==> src/rtl/aclink_in_pkg.sv <==
// Frame geometry shared by the input-frame serializer, its helpers and its checker.
// Assumes one 16-bit tag slot followed by twelve 20-bit slots.
package aclink_in_pkg;
    localparam int SLOT0_W   = 16;
    localparam int SLOT_W    = 20;
    localparam int NUM_SLOTS = 13;
    localparam int FRAME_W   = SLOT0_W + (NUM_SLOTS - 1) * SLOT_W;

    // Least significant frame bit of each filled slot
    localparam int S0_LSB = FRAME_W - SLOT0_W;
    localparam int S1_LSB = S0_LSB - SLOT_W;
    localparam int S2_LSB = S1_LSB - SLOT_W;
    localparam int S3_LSB = S2_LSB - SLOT_W;

    // Bit positions inside the tag slot
    localparam int TAG_READY = 15;
    localparam int TAG_S1    = 14;
    localparam int TAG_S2    = 13;
    localparam int TAG_S3    = 12;

    // Field positions inside slots 1 and 2
    localparam int IDX_LSB   = 12;
    localparam int REQ_TOP   = 11;
    localparam int RDATA_LSB = 4;
endpackage

==> src/rtl/aclink_in_sync_detect.sv <==
// Frame-start detector.
// Samples the frame sync on the bit clock and raises frame_load for exactly one
// cycle after the first high sample that follows a low one.
// Assumes sync_in is already synchronous to bit_clk.
module aclink_in_sync_detect (
    input  logic bit_clk,
    input  logic rst_n,
    input  logic sync_in,
    output logic frame_load
);
    logic sync_q;

    // Remember the previous sync sample and flag a low-to-high transition
    always_ff @(posedge bit_clk) begin
        if (!rst_n) begin
            sync_q     <= 1'b0;
            frame_load <= 1'b0;
        end else begin
            sync_q     <= sync_in;
            frame_load <= sync_in & ~sync_q;
        end
    end
endmodule

==> src/rtl/aclink_in_read_track.sv <==
// Read-reply tracker.
// Holds the most recent read command until a frame loads, so that the reply is
// sent once. A command arriving on the load edge survives the clear and is kept
// for the following frame. Non-read commands are ignored.
module aclink_in_read_track #(
    parameter int IDX_W = 7
) (
    input  logic             bit_clk,
    input  logic             rst_n,
    input  logic             cmd_valid,
    input  logic             cmd_read,
    input  logic [IDX_W-1:0] cmd_index,
    input  logic             frame_load,
    output logic             resp_pending,
    output logic [IDX_W-1:0] resp_index
);
    logic take_read;

    // A command counts only when it is a read
    always_comb take_read = cmd_valid & cmd_read;

    // Set on a read, clear on frame load; a new read wins over the clear
    always_ff @(posedge bit_clk) begin
        if (!rst_n) begin
            resp_pending <= 1'b0;
            resp_index   <= '0;
        end else begin
            if (take_read) begin
                resp_pending <= 1'b1;
                resp_index   <= cmd_index;
            end else if (frame_load) begin
                resp_pending <= 1'b0;
            end
        end
    end
endmodule

==> src/rtl/aclink_in_frame_build.sv <==
// Frame assembler.
// Combinationally forms the full input frame from the present inputs. Slots
// past 3 and every reserved field are zero. Assumes IDX_W <= 7, DATA_W <= 16,
// ADC_W <= 18 and REQ_W <= 2, so each field fits its slot.
module aclink_in_frame_build
    import aclink_in_pkg::*;
#(
    parameter int IDX_W  = 7,
    parameter int DATA_W = 16,
    parameter int ADC_W  = 18,
    parameter int REQ_W  = 2
) (
    input  logic               codec_ready,
    input  logic               resp_valid,
    input  logic [IDX_W-1:0]   resp_index,
    input  logic [DATA_W-1:0]  reg_rdata,
    input  logic [ADC_W-1:0]   adc_sample,
    input  logic               adc_pd,
    input  logic [REQ_W-1:0]   slot_req,
    output logic [FRAME_W-1:0] frame
);
    localparam int ADC_LSB = S3_LSB + SLOT_W - ADC_W;

    logic [FRAME_W-1:0] reqs;

    // Place each request flag one bit below the previous, starting at slot 1 bit 11
    generate
        for (genvar gi = 0; gi < FRAME_W; gi++) begin : g_req
            if (gi <= S1_LSB + REQ_TOP && gi > S1_LSB + REQ_TOP - REQ_W) begin : g_on
                assign reqs[gi] = slot_req[S1_LSB + REQ_TOP - gi];
            end else begin : g_off
                assign reqs[gi] = 1'b0;
            end
        end
    endgenerate

    // Assemble tags, status slots and record slot
    always_comb begin
        frame = reqs;
        frame[S0_LSB + TAG_READY] = codec_ready;
        frame[S0_LSB + TAG_S1]    = resp_valid;
        frame[S0_LSB + TAG_S2]    = resp_valid;
        frame[S0_LSB + TAG_S3]    = ~adc_pd;
        if (resp_valid) begin
            frame[S1_LSB + IDX_LSB +: IDX_W]    = resp_index;
            frame[S2_LSB + RDATA_LSB +: DATA_W] = reg_rdata;
        end
        if (!adc_pd) begin
            frame[ADC_LSB +: ADC_W] = adc_sample;
        end
    end
endmodule

==> src/rtl/aclink_in_serializer.sv <==
// Input-frame serializer (top).
// On the cycle after a frame start is detected, loads the assembled frame into
// a shift register and then launches one bit per rising bit-clock edge, MSB
// first. The read-reply state is cleared by that same load. Assumes reg_rdata
// is a combinational read of reg_index.
module aclink_in_serializer
    import aclink_in_pkg::*;
#(
    parameter int IDX_W  = 7,
    parameter int DATA_W = 16,
    parameter int ADC_W  = 18,
    parameter int REQ_W  = 2
) (
    input  logic              bit_clk,
    input  logic              rst_n,
    input  logic              sync_in,
    input  logic              codec_ready,
    input  logic              cmd_valid,
    input  logic              cmd_read,
    input  logic [IDX_W-1:0]  cmd_index,
    output logic [IDX_W-1:0]  reg_index,
    input  logic [DATA_W-1:0] reg_rdata,
    input  logic [ADC_W-1:0]  adc_sample,
    input  logic              adc_pd,
    input  logic [REQ_W-1:0]  slot_req,
    output logic              sdata_out
);
    logic               frame_load;
    logic               resp_pending;
    logic [IDX_W-1:0]   resp_index;
    logic [FRAME_W-1:0] frame_word;
    logic [FRAME_W-1:0] shreg;

    aclink_in_sync_detect u_sync (
        .bit_clk    (bit_clk),
        .rst_n      (rst_n),
        .sync_in    (sync_in),
        .frame_load (frame_load)
    );

    aclink_in_read_track #(.IDX_W(IDX_W)) u_track (
        .bit_clk      (bit_clk),
        .rst_n        (rst_n),
        .cmd_valid    (cmd_valid),
        .cmd_read     (cmd_read),
        .cmd_index    (cmd_index),
        .frame_load   (frame_load),
        .resp_pending (resp_pending),
        .resp_index   (resp_index)
    );

    aclink_in_frame_build #(
        .IDX_W  (IDX_W),
        .DATA_W (DATA_W),
        .ADC_W  (ADC_W),
        .REQ_W  (REQ_W)
    ) u_build (
        .codec_ready (codec_ready),
        .resp_valid  (resp_pending),
        .resp_index  (resp_index),
        .reg_rdata   (reg_rdata),
        .adc_sample  (adc_sample),
        .adc_pd      (adc_pd),
        .slot_req    (slot_req),
        .frame       (frame_word)
    );

    // The register file always sees the index of the reply being prepared
    always_comb reg_index = resp_index;

    // Load the frame on start, otherwise shift left filling with zeros
    always_ff @(posedge bit_clk) begin
        if (!rst_n) begin
            shreg <= '0;
        end else if (frame_load) begin
            shreg <= frame_word;
        end else begin
            shreg <= {shreg[FRAME_W-2:0], 1'b0};
        end
    end

    // Serial output is the top of the shift register
    always_comb sdata_out = shreg[FRAME_W-1];
endmodule

==> config.mk <==
export PLATFORM = sky130hd
export DESIGN_NAME = aclink_in_serializer
export DESIGN_NICKNAME = d
export VERILOG_FILES = /design/src/rtl/aclink_in_pkg.sv /design/src/rtl/aclink_in_sync_detect.sv /design/src/rtl/aclink_in_read_track.sv /design/src/rtl/aclink_in_frame_build.sv /design/src/rtl/aclink_in_serializer.sv
export SDC_FILE = /design/constraint.sdc
export NUM_CORES = 1
export LEC_CHECK = 0
export BUFFER_PORTS_ARGS = -buffer_cell sky130_fd_sc_hd__buf_2
export CORE_UTILIZATION = 47
export CTS_CLUSTER_SIZE = 24
export DETAILED_ROUTE_END_ITERATION = 8
export GPL_TIMING_DRIVEN = 0
export HOLD_SLACK_MARGIN = 0.03
export PLACE_DENSITY_LB_ADDON = 0.3
export SLEW_MARGIN = 0
export SYNTH_ARGS = -nofsm -noshare
export SYNTH_HDL_FRONTEND = slang
export SYNTH_HIERARCHICAL = 1
export SYNTH_SLANG_ARGS = --single-unit
==> constraint.sdc <==
create_clock -name bit_clk -period 3.1 [get_ports bit_clk]
set_input_delay 0.31 -clock bit_clk [delete_from_list [all_inputs] [get_ports bit_clk]]
set_output_delay 0.31 -clock bit_clk [all_outputs]
set_load 0.02 [all_outputs]
# [After elaboration in Yosys (flattened, before gate mapping)]
# Cells that the tools add are included.
[word_totals] register_bits=266 in_bits=50 out_inout_bits=8
[classes] mux=6 bitwise_logic=5 reduce_logical=2
[ops] operator="two-way mux 256 bit" n=1
[ops] operator="two-way mux 18 bit" n=1
[ops] operator="two-way mux 16 bit" n=1
[ops] operator="two-way mux 7 bit" n=1
[ops] operator="NOT 1 bit" n=3
[ops] operator="bitwise AND 1 bit" n=2
[ops] operator="two-way mux 1 bit" n=2
[ops] operator="nonzero test 2 bit" n=1
[ops] operator="OR reduction 2 bit" n=1

# [Depth between registers and ports, before layout]
# Gate-level depths: netlist of the first run.
[logic_depth] ltp_word=2 mapped_depth=5 ltp_nobuf=3

# [Cells and area by module]
# The synthesis of the first run kept the hierarchy.
[modules_own_cells] mod="aclink_in_serializer" n_inst=1 cells_per_inst=824 area_per_inst_um2=9940.8 seq_area_each_um2=5124.9
[modules_own_cells] mod="aclink_in_frame_build" n_inst=1 cells_per_inst=260 area_per_inst_um2=1898.1 seq_area_each_um2=0.0
[modules_own_cells] mod="aclink_in_read_track" n_inst=1 cells_per_inst=36 area_per_inst_um2=320.3 seq_area_each_um2=160.2
[modules_own_cells] mod="aclink_in_sync_detect" n_inst=1 cells_per_inst=4 area_per_inst_um2=55.1 seq_area_each_um2=40.0

# [Least setup slack after synthesis of the first run]
# No wires, ideal clock.
[synth_timing] path_type="register -> register" start="register u_sync.frame_load" end="register shreg[182]" setup_ns=0.116 arrival_time_ns=0.977 required_ns=2.984 slack_ns=2.007 path_stages_with_launch=6 path_buffers=3 synth_period_minus_slack_ns=1.093 cell_sequence="dfxtp_1 > buf_6 > buf_12 > buf_12 > mux2i_1 > nor2b_1"
[synth_via] elab_chain_len=1
[synth_lines] element="start, declared" line_no="aclink_in_sync_detect.sv:9" text="output logic frame_load"
[synth_lines] element="start signal, assigned" line_no="aclink_in_sync_detect.sv:20" text="frame_load <= sync_in & ~sync_q;"
[synth_lines] element="two-way mux 256 bit" line_no="aclink_in_serializer.sv:75" text="end else if (frame_load) begin"
[synth_lines] element="end signal, assigned" line_no="aclink_in_serializer.sv:76" text="shreg <= frame_word;"
[synth_lines] element="end signal, assigned" line_no="aclink_in_serializer.sv:78" text="shreg <= {shreg[FRAME_W-2:0], 1'b0};"
[synth_lines] element="end, declared" line_no="aclink_in_serializer.sv:32" text="logic [FRAME_W-1:0] shreg;"
# No other way between the ends.
# A chain may end at the register's enable or synchronous reset.

# [Final worst setup path of the first run]
[layout_timing] start="register u_track.resp_index[2]" end="output reg_index[2]"
[layout_lines] element="start, declared" line_no="aclink_in_read_track.sv:15" text="output logic [IDX_W-1:0] resp_index"
[layout_lines] element="start signal, assigned" line_no="aclink_in_read_track.sv:30" text="resp_index <= cmd_index;"
[layout_lines] element="end, declared" line_no="aclink_in_serializer.sv:21" text="output logic [IDX_W-1:0] reg_index,"
# No word-level cell between the ends.

==> out/qor.txt, run 1 <==
Die X-Extent: 163 µm
Leakage: 6.34 nW
DRC viols: 0
Final Cycle Share: 45.4%
GRT overflow: 0
Flop pwr share: 46.1%
Startpoint Class: flip-flop
status: complete, no violations
crit-path cells: buf_2
post-route cell area: 14700 µm²
# clock sinks: 266
RD Place Congestion: 0.680
CTS tree: done
Max VDD drop: 457 µV
final slew viol count: 0
die area: 26600 µm²
crit-path leading delay family: flip-flops
I/O pin cnt: 58
setup_tns: 0 ns
Post-CTS Setup Bufs: 0
combinational share of power: 10.7%
DP Wirelength: 11300 µm
crit path kind: flip-flop to output pin
Cells after DPL: 1714
switching power: 1.71 mW
vias in the first global route: 6711
Starting Density: 48.2%
CTS Buf Count: 29
row count: 58
Final #Nets: 1477
worst setup skew after layout: 0.0188 ns
Slowest cell on crit path: dfxtp_1
CTS Hold Bufs: 12
placed cell areas: 13700 µm²
Ys Warns: 6
Yosys top cell area share: 43.6%
P_int: 6.09 mW
WP data required: 2.79 ns
initial antenna violation count: 2
largest net degree at the start of global routing: 15
Tmin final: 1.41 ns
H-tree depth: 1
CP bufs+invs: 1
worst-skew pair later-pin latency: 0.54 ns
syn_area_per_cell: 10.9 µm²
Crit path largest cell delay: 0.36 ns
first-pass GRT wire length: 30000 µm
setup repair after global routing missed its margin: no
synth-to-layout area growth: 20.7%
GRT Total Usage: 13.5%
post-route ant nets: 0
power per cell area: 530 nW/µm²
Hold Fails Final Rpt: 0
Routed WL: 17400 µm
final cell count without fillers: 1780
Core ar.: 25300 µm²
Vias: 7033
die height: 163 µm
clock transition at the registers of the reported paths: 0.06 ns
switch share: 22.0%
HP Class: input port to flip-flop
Max-Cap Viols: 0
CTS resizes: 0
Syn Inst Count: 1124
area leader, netlist: dfxtp_1
Setup crit end kind: output pin
Cell Area, Synth: 12200 µm²
root buffer cell: clkbuf_16
WL/cell: 9.75 µm
FF+latch count, synth: 266
Yosys cell types: 21
share of layout cells above drive strength 1: 24.4%
Fmax: 0.710 GHz
worst path arrival time: 1.10 ns
commonest non-fill, non-tap cells in the layout: nor2b_1, dfxtp_1, mux2i_1
fill count: 2167
port bufs: 52
Clock Path Buffers: 3
Clock power frac: 43.2%
sequential cell area fraction in the yosys report: 43.6%
top cells by area, synth: dfxtp_1, mux2i_1, nor2b_1
Pre-Repair DR Iteration Count: 6
Via density: 3.95
DR iter-0 viols: 167
worst-path maximum fanout: 3
final-report setup violation count: 0
==> worst paths after layout <==
kind / cells past startpoint / slack, ns / to / start
hold / removal: 3 / 0.06 / u_track/resp_index[3]$_SDFFE_PN0P_ / cmd_valid
setup reg to reg: 5 / 1.78 / shreg[203]$_SDFF_PN0_ / u_sync/frame_load$_SDFF_PN0_
hold reg to reg: 2 / 0.46 / u_track/resp_index[3]$_SDFFE_PN0P_ / u_track/resp_index[3]$_SDFFE_PN0P_
setup / recovery: 1 / 1.69 / reg_index[2] / u_track/resp_index[2]$_SDFFE_PN0P_
==> metrics by stage <==
step / hold slack [ns] / power [mW] / util [%] / setup slack (ns)
floorplan: 0.432 / 4.37 / - / 2.01
global placement: 0.452 / 4.48 / 54.0 / 1.61
detailed placement: 0.456 / 4.49 / 54.0 / 1.58
CTS: 0.0316 / 7.93 / 58.2 / 1.70
global route: 0.0673 / 8.17 / 58.2 / 1.64
finish: 0.0615 / 7.81 / 58.2 / 1.69
==> power groups by stage <==
stage	sequential, mW	clock, mW	combinational (mW)
6_report	3.60	3.37	0.836
5_1_grt	3.61	3.64	0.926
4_1_cts	3.60	3.49	0.837
3_5_place_dp	3.67	0	0.822
3_3_place_gp	3.67	0	0.813
2_1_floorplan	3.67	0	0.702
==> cells in the mapped netlist <==
| cell type | n |
|---|---|
| dfxtp_1 | 266 |
| nor2b_1 | 266 |
| mux2i_1 | 255 |
| buf_4 | 216 |
| buf_12 | 26 |
| clkbuf_1 | 26 |
| and2_1 | 24 |
| and2b_1 | 8 |
| nand2_1 | 7 |
| nand4_1 | 7 |
| o21ai_1 | 7 |
| buf_2 | 4 |
| buf_6 | 3 |
| clkbuf_2 | 2 |
| and2_4 | 1 |
| and3_1 | 1 |
| and3b_1 | 1 |
| buf_8 | 1 |
| conb_1 | 1 |
| inv_1 | 1 |
| o21a_1 | 1 |
==> routing by layer <==
layer	up-vias	global-route usage, %	share of wire [%]	wire length [µm]
met4	2	4.55	2.0	348
met5	-	0	0.069	12
li1	3818	-	-	-
met1	3118	16.6	47	8080
met2	68	23.2	48	8260
met3	27	2.89	3.8	656
==> state kept, by name (all words and copies together), names as in the netlist <==
| register | cells |
|---|---|
| u_track/resp_pending | 1 |
| u_sync/sync_q | 1 |
| shreg | 256 |
| u_track/resp_index | 7 |
| u_sync/frame_load | 1 |
==> final cells by class <==
type                            count  area, µm²  share of cell area [%]
Inverter                            1       3.75                  0.0255
Multi-Input combinational cell    787       5350                    36.3
Buffer                            278       2320                    15.7
Timing Repair Buffer               64        380                    2.58
Clock buffer                       40        827                    5.61
Sequential cell                   266       5330                    36.1
Tap cell                          330        413                    2.80
Antenna cell                        1       2.50                  0.0170
Clock inverter                     13        123                   0.832
==> logic make-up after synthesis <==
family / count (synthesis) / synth area share [%]
buf+inv: 279 / 19.0
mux: 255 / 20.9
simple gates: 315 / 16.1
other cells: 1 / 0.0307
compound gates: 8 / 0.348
flops: 266 / 43.6
No activity file was read; power rests on OpenSTA's default activity.
==> run 2: changes to the inputs <==
--- a/config.mk
+++ b/config.mk
@@ -5,6 +5,7 @@
 export SDC_FILE = /design/constraint.sdc
 export NUM_CORES = 1
 export LEC_CHECK = 0
+export ABC_AREA = 1
 export BUFFER_PORTS_ARGS = -buffer_cell sky130_fd_sc_hd__buf_2
 export CORE_UTILIZATION = 47
 export CTS_CLUSTER_SIZE = 24
==> constraint.sdc (replaced) <==
create_clock -name bit_clk -period 1.3 [get_ports bit_clk]
set_input_delay 0.13 -clock bit_clk [delete_from_list [all_inputs] [get_ports bit_clk]]
set_output_delay 0.13 -clock bit_clk [all_outputs]
set_load 0.02 [all_outputs]
==> run 2 against run 1 <==
  * Clock skew is 0.00073 ns lower
  * Synthesized cell count is 76% higher
  * Final cell count is 50% higher
  * Combinational power grew to 3.1 times the previous value
  * Utilization is 0.70 points higher
  * Sequential share of layout area is 2.6 points lower
  * Area after synthesis is 5.9% higher
  * Worst setup slack worse by 1.6 ns
  * Non-clock buffer count is 68 higher
  * Worst hold slack better by 0.0081 ns
  * Wire length is 25% higher
  * Critical path type unchanged
==> out/qor.txt, run 2 <==
crit path kind: flip-flop to output pin (unchanged)
FF+latch count, synth: 266 (unchanged)
crit path from: u_track/resp_index[6]$_SDFFE_PN0P_ (was u_track/resp_index[2]$_SDFFE_PN0P_)
Syn Inst Count: 1973 (was 1124)
share of layout cells above drive strength 1: 17.5% (was 24.4%)
worst-path maximum fanout: 3 (unchanged)
crit-path leading delay family: flip-flops (unchanged)
Largest Register: shreg (unchanged)
Clock Path Buffers: 3 (unchanged)
Hold Crit Depth: 4 (was 3)
I/O pin cnt: 58 (unchanged)
Hold Fails Final Rpt: 0 (unchanged)
Post-synth EDFFs: 0 (unchanged)
placed cell areas: 14400 µm² (was 13700 µm²)
CTS Buf Count: 29 (unchanged)
final-report setup violation count: 0 (unchanged)
Flop pwr share: 45.4% (was 46.1%)
largest net degree at the start of global routing: 15 (unchanged)
sequential cell area fraction in the yosys report: 41.2% (was 43.6%)
Max-Cap Viols: 0 (unchanged)
setup repair after global routing missed its margin: no (unchanged)
Vias: 10300 (was 7033)
commonest non-fill, non-tap cells in the layout: nand2_1, nor2_1, inv_1 (was nor2b_1, dfxtp_1, mux2i_1)
Clock power frac: 41.4% (was 43.2%)
DP Wirelength: 13600 µm (was 11300 µm)
reg2reg setup slack: 0.08 ns (was 1.78 ns)
Cells after DPL: 2575 (was 1714)
HP Class: input port to flip-flop (unchanged)
WL/cell: 8.10 µm (was 9.75 µm)
Fmax: 0.817 GHz
RR Endpoint: u_track/resp_index[1]$_SDFFE_PN0P_ (was shreg[203]$_SDFF_PN0_)
Via density: 3.84 (was 3.95)
Routed WL: 21700 µm (was 17400 µm)
Reg area: 5330 µm² (about the same)
clock transition at the registers of the reported paths: 0.06 ns (about the same)
syn_area_per_cell: 6.56 µm² (was 10.9 µm²)
initial antenna violation count: 1 (was 2)
Max VDD drop: 927 µV (was 457 µV)
Async S/R FF share, synth: 0% (unchanged)
GRT Total Usage: 16.1% (was 13.5%)
Post-CTS Setup Bufs: 0 (unchanged)
row count: 60 (was 58)
GRT overflow: 0 (unchanged)
DRC viols: 0 (unchanged)
first-pass GRT wire length: 39200 µm (was 30000 µm)
ys flop type: dfxtp_1 (unchanged)
Final Cycle Share: 94.1%
port bufs: 53 (was 52)
Cell Area, Synth: 12900 µm² (was 12200 µm²)
fill count: 2512 (was 2167)
WP data required: 1.17 ns (was 2.79 ns)
die height: 168 µm (was 163 µm)
Tmin final: 1.22 ns
hold_sp: rst_n (was cmd_valid)
Starting Density: 48.0% (was 48.2%)
Startpoint Class: flip-flop (unchanged)
Leakage: 8.01 nW (was 6.34 nW)
Setup crit end kind: output pin (unchanged)
die area: 28200 µm² (was 26600 µm²)
top cells by count, synth: nand2_1, nor2_1, inv_1 (was dfxtp_1, nor2b_1, mux2i_1)
Crit path largest cell delay: 0.35 ns (was 0.36 ns)
CP bufs+invs: 1 (unchanged)
P_int: 14.9 mW (was 6.09 mW)
CTS tree: done (unchanged)
Ys Warns: 6 (unchanged)
Critical Path Stages: 1 (unchanged)
post-route cell area: 15900 µm² (was 14700 µm²)
final core utilization: 58.9% (was 58.2%)
top flop regs: shreg (256), u_track/resp_index (7) (unchanged)
root buffer cell: clkbuf_16 (unchanged)
status: complete, no violations (unchanged)
top-count cell post-synth: nand2_1
area leader, netlist: dfxtp_1 (unchanged)
vias in the first global route: 9597 (was 6711)
final hold slack: 0.0696 ns (was 0.0615 ns)
Final #Nets: 2367 (was 1477)
crit-path cells: buf_2 (unchanged)
top cells by area, synth: dfxtp_1, nand2_1, nor2_1 (was dfxtp_1, mux2i_1, nor2b_1)
DR iter-0 viols: 457 (was 167)
combinational share of power: 13.2% (was 10.7%)
Setup crit end: reg_index[6] (was reg_index[2])
worst path arrival time: 1.09 ns (was 1.10 ns)
Die X-Extent: 168 µm (was 163 µm)
footprint of the multi-input gates: 4910 µm² (was 5350 µm²)
power per cell area: 1230 nW/µm² (was 530 nW/µm²)
final slew viol count: 0 (unchanged)
most common cell after layout, fill and taps aside: nand2_1
RD Place Congestion: 0.739 (was 0.680)
max reg flops: 256 (unchanged)
# clock sinks: 266 (unchanged)
Yosys top cell area share: 41.2% (was 43.6%)
switch share: 23.6% (was 22.0%)
worst r2r src: u_track/resp_index[1]$_SDFFE_PN0P_ (was u_sync/frame_load$_SDFF_PN0_)
switching power: 4.60 mW (was 1.71 mW)
worst-skew pair later-pin latency: 0.55 ns (was 0.54 ns)
worst setup skew after layout: 0.0180 ns (was 0.0188 ns)
Slowest cell on crit path: dfxtp_1 (unchanged)
H-tree depth: 1 (unchanged)
final cell count without fillers: 2678 (was 1780)
synth-to-layout area growth: 22.7% (was 20.7%)
Pre-Repair DR Iteration Count: 4 (was 6)
Core ar.: 27000 µm² (was 25300 µm²)
Yosys cell types: 14 (was 21)
R2R depth: 5 (unchanged)
post-route ant nets: 0 (unchanged)
setup_tns: 0 ns (unchanged)
run 2: changes by cell type after synthesis, moves of 26 or more:
cell and change:
nor2b_1 -266, nor2_1 +542, nand2_1 +540, inv_1 +305, mux2i_1 -255, buf_12 -26
buf_4 +26, buf_6 +29
run 2: power groups by stage:
stage | Combinational [mW] | Clock (mW) | Sequential (mW)
floorplan | 2.02 | 0 | 8.99
global placement | 2.37 | 0 | 9.00
detailed placement | 2.40 | 0 | 9.02
CTS | 2.54 | 8.32 | 8.84
global route | 2.97 | 8.61 | 8.89
finish | 2.56 | 8.07 | 8.84
run 2: cell families (layout without fill, tap and decap cells):
logic type | count (synthesis) | in the layout | share of synthesized area (%)
and+or+nand+nor | 1094 | 1094 | 31.8
DFF | 266 | 266 | 41.2
other | 1 | 210 | 0.0290
AOI/OAI and AO/OA | 1 | 1 | 0.0581
buffers and inverters | 611 | 766 | 26.9
run 2: worst min-delay path by stage:
| stage | slack (ns) | to |
|---|---|---|
| floorplan | 0.26 | u_sync/sync_q$_SDFF_PN0_ |
| global placement | 0.35 | u_sync/sync_q$_SDFF_PN0_ |
| detailed placement | 0.35 | u_sync/sync_q$_SDFF_PN0_ |
| CTS | 0.06 | u_track/resp_pending$_SDFFE_PN0P_ |
| global route | 0.1 | u_track/resp_pending$_SDFFE_PN0P_ |
| finish | 0.07 | u_track/resp_index[2]$_SDFFE_PN0P_ |
run 2: what timing repair did:
action,CTS,global route
gates resized for setup,0,4
endpoints found under the hold margin,46,0
setup endpoints to repair,0,4
hold buffers,52,0
run 2: cell type report:
cell class	count	share of cell area [%]
multi-input combinational	1304	30.9
tap	341	2.69
sequential	266	33.6
buffer	305	14.7
clock inverter	10	0.835
clock buffer	40	5.08
timing repair buffer	105	4.95
inverter	306	7.24
antenna	1	0.0158
run 2: routing by layer:
layer / track usage [%] / wire [µm]
met5: 0 / 0
met4: 5.58 / 602
met3: 2.52 / 680
met2: 30.4 / 10400
met1: 18.2 / 9990
run 2: through the flow:
step                      setup WS [ns]  total power, mW
after floorplan                   0.305             11.0
after global placement            0.132             11.4
after detailed placement          0.129             11.4
after CTS                        0.0694             19.7
after global routing             0.0113             20.5
final                            0.0761             19.5
